===== src/rtl/tfd_pkg.sv =====
`timescale 1ns/1ps
package tfd_pkg;
  parameter int BYTE_W     = 8;
  parameter int WORD_BYTES = 2;
  parameter int EXT_BYTES  = 4;

  localparam int WORD_W    = BYTE_W * WORD_BYTES;
  localparam int EXT_W     = BYTE_W * EXT_BYTES;
  localparam int TOT_BYTES = WORD_BYTES + EXT_BYTES;
  localparam int CNT_W     = $clog2(TOT_BYTES);
  localparam int LEN_W     = $clog2(TOT_BYTES + 1);
  localparam int OP_W      = 8;
  localparam int REG_W     = 4;
  localparam int IMM_W     = 16;
  localparam int OFS_W     = 10;
  localparam int COND_W    = 4;

  localparam logic [OP_W-1:0]   PAIR_LAST    = 8'h39;
  localparam logic [OP_W-1:0]   GAP_LO       = 8'h16;
  localparam logic [OP_W-1:0]   GAP_HI       = 8'h18;
  localparam logic [COND_W-1:0] COND_LAST    = 4'd9;

  typedef enum logic [1:0] {
    FMT_PAIR   = 2'd0,
    FMT_RIMM   = 2'd1,
    FMT_BRANCH = 2'd2
  } fmt_e;

  typedef struct packed {
    fmt_e              fmt;
    logic [OP_W-1:0]   op;
    logic [REG_W-1:0]  ra;
    logic [REG_W-1:0]  rb;
    logic [IMM_W-1:0]  imm;
    logic              bad;
    logic              long_f;
  } dec_t;

  // Signed halfword offset turned into a byte offset.
  function automatic logic [IMM_W-1:0] branch_ofs(input logic [OFS_W-1:0] f);
    return {{(IMM_W-OFS_W-1){f[OFS_W-1]}}, f, 1'b0};
  endfunction

  function automatic logic pair_legal(input logic [OP_W-1:0] op);
    return (op != '0) && (op <= PAIR_LAST) && !((op >= GAP_LO) && (op <= GAP_HI));
  endfunction

  // Opcodes followed by a 32-bit extension word.
  function automatic logic pair_long(input logic [OP_W-1:0] op);
    case (op)
      8'h01, 8'h03, 8'h08, 8'h09, 8'h0c, 8'h0d,
      8'h1a, 8'h1b, 8'h1d, 8'h1f, 8'h20, 8'h22,
      8'h24, 8'h30, 8'h36, 8'h37, 8'h38, 8'h39: return 1'b1;
      default:                                   return 1'b0;
    endcase
  endfunction

  function automatic logic branch_legal(input logic [COND_W-1:0] c);
    return c <= COND_LAST;
  endfunction
endpackage


===== src/rtl/tfd_fields.sv =====
`timescale 1ns/1ps
module tfd_fields
  import tfd_pkg::*;
(
  input  logic [WORD_W-1:0] word,
  output dec_t              dec
);
  logic pair_sel;
  logic branch_sel;

  assign pair_sel   = !word[WORD_W-1];
  assign branch_sel = word[WORD_W-1] && word[WORD_W-2];

  always_comb begin
    dec = '0;
    if (pair_sel) begin
      dec.fmt    = FMT_PAIR;
      dec.op     = word[15:8];
      dec.ra     = word[7:4];
      dec.rb     = word[3:0];
      dec.bad    = !pair_legal(word[15:8]);
      dec.long_f = pair_long(word[15:8]);
    end else if (branch_sel) begin
      dec.fmt    = FMT_BRANCH;
      dec.op     = OP_W'(word[13:10]);
      dec.imm    = branch_ofs(word[OFS_W-1:0]);
      dec.bad    = !branch_legal(word[13:10]);
    end else begin
      dec.fmt    = FMT_RIMM;
      dec.op     = OP_W'(word[13:12]);
      dec.ra     = word[11:8];
      dec.imm    = IMM_W'(word[7:0]);
    end
  end
endmodule


===== src/rtl/tfd_gather.sv =====
`timescale 1ns/1ps
module tfd_gather
  import tfd_pkg::*;
(
  input  logic              clk,
  input  logic              rst_n,
  input  logic              byte_vld,
  input  logic [BYTE_W-1:0] byte_in,
  input  logic              need_ext,
  output logic [WORD_W-1:0] word_now,
  output logic [EXT_W-1:0]  ext_now,
  output logic              fire
);
  localparam logic [CNT_W-1:0] WORD_END = CNT_W'(WORD_BYTES - 1);
  localparam logic [CNT_W-1:0] ALL_END  = CNT_W'(TOT_BYTES - 1);

  logic [CNT_W-1:0]  cnt;
  logic [WORD_W-1:0] word_sr;
  logic [EXT_W-1:0]  ext_sr;
  logic              at_word_end;
  logic              in_word;

  assign at_word_end = (cnt == WORD_END);
  assign in_word     = (cnt <= WORD_END);
  assign word_now    = at_word_end ? {word_sr[WORD_W-BYTE_W-1:0], byte_in} : word_sr;
  assign ext_now     = {ext_sr[EXT_W-BYTE_W-1:0], byte_in};
  assign fire        = byte_vld && ((at_word_end && !need_ext) || (cnt == ALL_END));

  always_ff @(posedge clk) begin
    if (!rst_n) begin
      cnt     <= '0;
      word_sr <= '0;
      ext_sr  <= '0;
    end else if (byte_vld) begin
      if (in_word) word_sr <= {word_sr[WORD_W-BYTE_W-1:0], byte_in};
      else         ext_sr  <= {ext_sr[EXT_W-BYTE_W-1:0], byte_in};
      cnt <= fire ? '0 : cnt + 1'b1;
    end
  end

  // an idle cycle leaves the byte position alone
  p_idle_hold_r9: assert property (@(posedge clk) disable iff (!rst_n)
    !byte_vld |=> $stable(cnt));
  // position never runs past the longest instruction
  p_cnt_range_r9: assert property (@(posedge clk) disable iff (!rst_n)
    cnt <= ALL_END);
  // completion at the word boundary only for short instructions
  p_short_fire_r7: assert property (@(posedge clk) disable iff (!rst_n)
    (fire && at_word_end) |-> !need_ext);
endmodule


===== src/rtl/tri_fmt_decoder.sv =====
`timescale 1ns/1ps
module tri_fmt_decoder
  import tfd_pkg::*;
(
  input  logic              clk,
  input  logic              rst_n,
  input  logic              byte_vld,
  input  logic [7:0]        byte_in,
  output logic              dec_vld,
  output logic [1:0]        dec_fmt,
  output logic [7:0]        dec_op,
  output logic [3:0]        dec_ra,
  output logic [3:0]        dec_rb,
  output logic [15:0]       dec_imm,
  output logic [2:0]        dec_len,
  output logic [31:0]       dec_ext,
  output logic              dec_bad
);
  localparam logic [LEN_W-1:0] LEN_SHORT = LEN_W'(WORD_BYTES);
  localparam logic [LEN_W-1:0] LEN_LONG  = LEN_W'(TOT_BYTES);

  logic [WORD_W-1:0] word_now;
  logic [EXT_W-1:0]  ext_now;
  logic              fire;
  dec_t              dec_now;

  dec_t              out_q;
  logic              vld_q;
  logic [LEN_W-1:0]  len_q;
  logic [EXT_W-1:0]  ext_q;

  tfd_gather u_gather (
    .clk      (clk),
    .rst_n    (rst_n),
    .byte_vld (byte_vld),
    .byte_in  (byte_in),
    .need_ext (dec_now.long_f),
    .word_now (word_now),
    .ext_now  (ext_now),
    .fire     (fire)
  );

  tfd_fields u_fields (
    .word (word_now),
    .dec  (dec_now)
  );

  always_ff @(posedge clk) begin
    if (!rst_n) begin
      vld_q <= 1'b0;
      out_q <= '0;
      len_q <= '0;
      ext_q <= '0;
    end else begin
      vld_q <= fire;
      if (fire) begin
        out_q <= dec_now;
        len_q <= dec_now.long_f ? LEN_LONG : LEN_SHORT;
        ext_q <= dec_now.long_f ? ext_now : '0;
      end
    end
  end

  assign dec_vld = vld_q;
  assign dec_fmt = out_q.fmt;
  assign dec_op  = out_q.op;
  assign dec_ra  = out_q.ra;
  assign dec_rb  = out_q.rb;
  assign dec_imm = out_q.imm;
  assign dec_len = len_q;
  assign dec_ext = ext_q;
  assign dec_bad = out_q.bad;

  // single-cycle pulse
  p_pulse_once_r9: assert property (@(posedge clk) disable iff (!rst_n)
    dec_vld |=> !dec_vld);
  // a pulse always follows an accepted byte
  p_after_byte_r9: assert property (@(posedge clk) disable iff (!rst_n)
    dec_vld |-> $past(byte_vld));
  // only two legal lengths
  p_len_set_r7: assert property (@(posedge clk) disable iff (!rst_n)
    dec_vld |-> (dec_len == LEN_SHORT || dec_len == LEN_LONG));
  // short instructions carry no extension
  p_short_ext_r7: assert property (@(posedge clk) disable iff (!rst_n)
    (dec_vld && dec_len == LEN_SHORT) |-> (dec_ext == '0));
  // illegal encodings are short
  p_bad_short_r8: assert property (@(posedge clk) disable iff (!rst_n)
    (dec_vld && dec_bad) |-> (dec_len == LEN_SHORT));
  // branch form names no registers
  p_branch_regs_r6: assert property (@(posedge clk) disable iff (!rst_n)
    (dec_vld && dec_fmt == FMT_BRANCH) |-> (dec_ra == '0 && dec_rb == '0));
  // outputs hold between pulses
  p_hold_r10: assert property (@(posedge clk) disable iff (!rst_n)
    !dec_vld |-> ($stable(dec_op) && $stable(dec_ext) && $stable(dec_imm)
                  && $stable(dec_len) && $stable(dec_bad)));
endmodule


===== config.mk =====
export PLATFORM = sky130hd
export DESIGN_NAME = tri_fmt_decoder
export DESIGN_NICKNAME = d
export VERILOG_FILES = /design/src/rtl/tfd_pkg.sv /design/src/rtl/tfd_fields.sv /design/src/rtl/tfd_gather.sv /design/src/rtl/tri_fmt_decoder.sv
export SDC_FILE = /design/constraint.sdc
export NUM_CORES = 1
export LEC_CHECK = 0
export BUFFER_PORTS_ARGS = -buffer_cell sky130_fd_sc_hd__buf_2
export CORE_ASPECT_RATIO = 1.25
export CORE_MARGIN = 3
export CORE_UTILIZATION = 50
export DETAILED_ROUTE_END_ITERATION = 8
export GPL_ROUTABILITY_DRIVEN = 0
export PLACE_DENSITY_LB_ADDON = 0.08
export SETUP_SLACK_MARGIN = 0.15
export SKIP_LAST_GASP = 1
export SYNTH_ARGS = -nofsm -noshare
export SYNTH_HDL_FRONTEND = slang
export SYNTH_SLANG_ARGS = --single-unit

===== constraint.sdc =====
create_clock -name clk -period 5.3 [get_ports clk]
set_input_delay 0.53 -clock clk [delete_from_list [all_inputs] [get_ports clk]]
set_output_delay 0.53 -clock clk [all_outputs]
set_load 0.02 [all_outputs]

### Yosys cells after proc, flatten, opt, wreduce, memory -nomap -nowiden

Memories as Yosys holds them, arrays and structs flattened.
Cells that the tools add are included.

* register bits after elaboration: 114
* bits in read-only memories: 64
* bits of input ports: 11
* output and inout bits: 71
* word-level logic and storage cells: 51
* memories kept: 1

* $add $sub $neg: 1
* $lt $le $gt $ge: 5
* equal/unequal tests: 2
* mux-type cells: 14
* bitwise gates (word level): 1
* reduce and logical (&&, ||, !) cells: 15

Memories
* (name not given): words 64, bits a word 1, rd ports 1, clocked after Yosys merged registers in 0, write ports 0, RTL line tfd_pkg.sv:50 `case (op)`

Operators with widths (count)
* $mux 16: 3
* $mux 32: 1
* $mux 14: 1
* $mux 10: 1
* $ge 8x5->1 const B: 1
* $le 8x5->1 const B: 1
* $le 8x6->1 const B: 1
* $mux 4: 2
* $reduce_bool 8->1: 1
* $logic_and 1x1->1: 6
* $mux 3: 2
* $le 4x4->1 const B: 1
* $logic_not 1->1: 4
* $mux 1: 4
* $reduce_and 2->1: 2
* $add 3x1->3 const B: 1
* $eq 3x1->1 const B: 1
* $eq 3x3->1 const B: 1
* $le 3x1->1 const B: 1
* $logic_not 2->1: 1
* $logic_or 1x1->1: 1
* $not 1->1: 1

### Depth between registers and ports, before layout

* depth in word-level cells: 10
* gate-level depth with buffers: 13
* gate-level depth less buffers: 8

### Hierarchy

From an unflattened synthesis, not the netlist that was laid out.

* cell total of the unflattened synthesis: 532
* area, all modules: 5223.8 um^2

By module, submodules not included
* tri_fmt_decoder: instances 1, cells each 265, area each 2738.9 um^2, seq. area each 1401.3 um^2
* tfd_gather: instances 1, cells each 188, area each 1910.6 um^2, seq. area each 860.8 um^2
* tfd_fields: instances 1, cells each 79, area each 574.3 um^2, seq. area each 0.0 um^2

### Worst setup path before layout

No wires, ideal clock.

* kind: reg-to-reg
* from: register u_gather.cnt[1]
* to: register out_q, in the netlist dec_imm[14]
* library setup time: 0.072 ns
* arrival time: 2.240 ns
* required time: 5.228 ns
* setup slack: 2.988 ns
* stages on the path, launching flop included: 13
* buffers on the path: 4
* period minus slack after synthesis: 2.312 ns
* cell sequence: dfxtp_1 inv_1 ha_1 nand2b_1 buf_6 buf_8 mux2_4 a32oi_1 o21ai_1 o21ai_2 buf_6 buf_12 mux2i_1

* word-level cells in the longest chain between the ends: 9
* elaborated cells on any way between the ends: 14
* classes of those cells: eq/ne (2); mux (5); reduce/logical (6); memory (1)

Ends and longest elaborated chain
* start: declaration: RTL line tfd_gather.sv:17 `logic [CNT_W-1:0] cnt;`
* start signal: assignment: RTL line tfd_gather.sv:37 `cnt <= fire ? '0 : cnt + 1'b1;`
* $eq 3x1->1: RTL line tfd_gather.sv:23 `assign at_word_end = (cnt == WORD_END);`
* $mux 16: RTL line tfd_gather.sv:25 `assign word_now = at_word_end ? {word_sr[WORD_W-BYTE_W-1:0], byte_in} : word_sr;`
* $mem_v2 64x1 or $logic_not 2->1 (tied branches)
* $mux 1: RTL line tfd_pkg.sv:50
* $mux 1: RTL line tfd_fields.sv:16 `if (pair_sel) begin`
* $logic_not 1->1: RTL line tfd_gather.sv:27 `assign fire = byte_vld && ((at_word_end && !need_ext) || (cnt == ALL_END));`
* $logic_and 1x1->1: RTL line tfd_gather.sv:27
* $logic_or 1x1->1: RTL line tfd_gather.sv:27
* $logic_and 1x1->1: RTL line tfd_gather.sv:27
* end signal: assignment: RTL line tri_fmt_decoder.sv:57 `out_q <= dec_now;`
* end: declaration: RTL line tri_fmt_decoder.sv:27 `dec_t out_q;`

Several ways; a longest one is shown, not always the timed one.
A chain may end at the register's enable or synchronous reset.

### Worst setup path after layout

* from: register u_gather.cnt[0]
* to: register out_q, in the netlist dec_bad

The elaborated chain is that of the path after synthesis.

==> impl_metrics.env <==
export IMPL_num_io_pins=82
export IMPL_slew_headroom_pct=26.6
export IMPL_drive_above_1_share_pct=21.2
export IMPL_post_route_min_period_ns=3.67
export IMPL_reg2reg_depth=8
export IMPL_max_cap_violations=0
export IMPL_firstDrtPassIters=5
export IMPL_cts_num_sinks=107
export IMPL_synthToLayoutAreaGrowth_pct=11.1
export IMPL_core_um2=9710
export IMPL_finalSetupTns_ns=0
export IMPL_die_h_um=118
export IMPL_timing_critical_path_cells="ha_1, nand2b_2, or4_1, a2bb2oi_2, a21oi_1, a31oi_4, buf_4, a21boi_0"
export IMPL_clk_latency_ns=0.35
export IMPL_fin_util_pct=57.7
export IMPL_rows=40
export IMPL_num_antenna_cells=0
export IMPL_place_hpwl_um=8580
export IMPL_via_per_inst=5.57
export IMPL_ys_seq_area_share_pct=42.5
export IMPL_fillers=945
export IMPL_worstMarginPinSlew_ns=1.10
export IMPL_clk_path_buf_depth=2
export IMPL_clkTransAtPathRegs_ns=0.07
export IMPL_slew_violations=0
export IMPL_cts_hold_buffers_added=0
export IMPL_dr_first_iter_drc_count=192
export IMPL_ant_nets=0
export IMPL_crit_fanout=43
export IMPL_postCtsResizedCells=0
export IMPL_critical_path_arrival_ns=3.90
export IMPL_postCtsSetupBuffers=0
export IMPL_fmax_mhz=272
export IMPL_post_route_period_util_pct=69.3
export IMPL_synth_flop_cell="dfxtp_1"
export IMPL_worstSetupPathType="reg -> reg"
export IMPL_die_x_um=95.8
export IMPL_start_kind="register"
export IMPL_die_area_um2=11300
export IMPL_synth_edf_count=0
export IMPL_yosys_warnings=0
export IMPL_p_per_area_nw_per_um2=307
export IMPL_grt_max_degree=83
export IMPL_synth_top_cell_area_share_pct=42.5
export IMPL_netlist_instances=597
export IMPL_ys_types=53
export IMPL_synthesis_area_um2=5040
export IMPL_num_vias=4284
export IMPL_synth_common_cells="nand2_1, dfxtp_1, a21oi_1, inv_1, mux2i_1"
export IMPL_cts_tree="done"
export IMPL_grt_ovfl_total=0
export IMPL_synth_top_area_cell="dfxtp_1"
export IMPL_multi_input_area_um2=2430
export IMPL_setup_viol=0
export IMPL_port_buffers=79
export IMPL_first_global_vias=4003
export IMPL_ir_drop_mv=0.157
export IMPL_antenna_found_initial=0
export IMPL_numCtsBuffers=9
export IMPL_cpMaxStageDelayCell="a31oi_4"
export IMPL_postSynth_asyncResetShare_pct=0
export IMPL_crit_required_ns=5.52
export IMPL_htree_levels=3
export IMPL_remaining_drc_errors=0
export IMPL_nets=651
export IMPL_leakage_uw=0.00232
export IMPL_gr_usage_all_layers_pct=22.4
export IMPL_ys_ff_latch=107
export IMPL_finClkSkew_ns=0.00586
export IMPL_routedWlPerCell_um=16.0
export IMPL_status="completed"
export IMPL_hold_class="in -> reg"
export IMPL_finalHoldViolations=0
export IMPL_grt_setup_unrepaired="no"
export IMPL_cp_end_kind="register"
export IMPL_postRouteWirelength_um=12300
export IMPL_yosysMostFrequentCell="nand2_1"
export IMPL_start_util_pct=51.9
export IMPL_cts_root_buf="clkbuf_16"
export IMPL_synth_avg_cell_area_um2=8.44
export IMPL_max_stage_delay_ns=0.78
export IMPL_netlist_top_cells_area="dfxtp_1, nand2_1, mux2i_1"
export IMPL_regArea_um2=2140
export IMPL_whs_path_depth=3
export IMPL_grt_pass1_wl_um=20100
## metrics by stage
stage	instance area [µm²]	hold WS [ns]	power [µW]	instances	worst slack (ns)
6_report	5600	0.453	1720	769	1.63
5_1_grt	5600	0.455	1790	769	1.32
4_1_cts	5600	0.446	1740	769	1.61
3_5_place_dp	5310	0.449	1090	753	1.62
3_3_place_gp	5310	0.441	1090	753	1.80
2_1_floorplan	5040	0.436	1040	598	2.99
## cell families (layout without fill, tap and decap cells)
group                    Yosys count  after routing  share of synthesized area [%]
XOR/XNOR                           3              3                          0.522
adder cells (fa/ha/maj)            2              2                          0.497
multiplexers                      43             43                           9.36
other                              1              2                         0.0744
flip-flops                       107            107                           42.5
AND/OR/NAND/NOR                  214            214                           18.7
AO/OA/AOI/OAI                    132            132                           18.6
buffers and inverters             95            140                           9.78
## worst max-delay path, delay by kind of cell (launching register included)
kind	cells	cell delay, ns
fa+ha+maj	1	0.32
buf+inv	1	0.36
compound gates	4	1.21
flops	1	0.39
simple gates	2	1.23
## final timing paths
check / startpoint / slack [ns] / end
max: u_gather.cnt[0] / 1.63 / dec_bad
min: byte_in[0] / 0.45 / u_gather.ext_sr[0]
max reg2reg: u_gather.cnt[0] / 1.63 / dec_bad
min reg2reg: dec_ra[1] / 0.46 / dec_ra[1]
## sequential cells by signal, indices dropped and copies added (netlist names)
signal            count
u_gather.ext_sr      24
dec_fmt               2
u_gather.word_sr     16
u_gather.cnt          3
dec_len               2
dec_imm              11
dec_rb                4
dec_vld               1
dec_op                7
dec_bad               1
dec_ext              32
dec_ra                4
## metal layers
layer | up-vias | routed length [µm] | share of wire [%] | track usage, %
li1 | 2109 | - | - | -
met1 | 2000 | 5170 | 42 | 28.0
met2 | 144 | 6090 | 49 | 36.8
met3 | 31 | 620 | 5.0 | 3.31
met4 | 0 | 428 | 3.5 | 11.2
met5 | - | 0 | 0 | 0
## placed cells by master, fill, tap and decap left out, types with 3 or more instances in the layout
cell / instances
nor4bb_1: 4
clkbuf_16: 9
dfxtp_1: 107
inv_1: 39
or3_1: 13
o22ai_1: 22
o211ai_1: 5
nand3_1: 23
buf_4: 6
nand2_1: 143
buf_2: 79
nand3b_1: 3
o21ai_0: 7
nor2_1: 18
a31oi_1: 5
nor2b_1: 3
a21oi_1: 52
clkinv_2: 3
o22ai_2: 20
mux2i_1: 34
a211oi_1: 4
mux2_2: 5
## power by group
group	total, µW	internal, µW	leakage [µW]	switching [µW]
registers	846	821	0.000865	24.7
clock network	646	347	0.000148	299
logic	229	77.5	0.00131	151
total	1720	1250	0.00232	475
## layout make-up
type / instances / share of cell area, %
Multi-Input combinational cell: 396 / 43.3
Sequential cell: 107 / 38.2
Timing Repair Buffer: 85 / 7.86
Clock buffer: 11 / 4.51
Tap cell: 126 / 2.82
Inverter: 39 / 2.61
Clock inverter: 5 / 0.626
No activity file was read; power rests on OpenSTA's default activity.
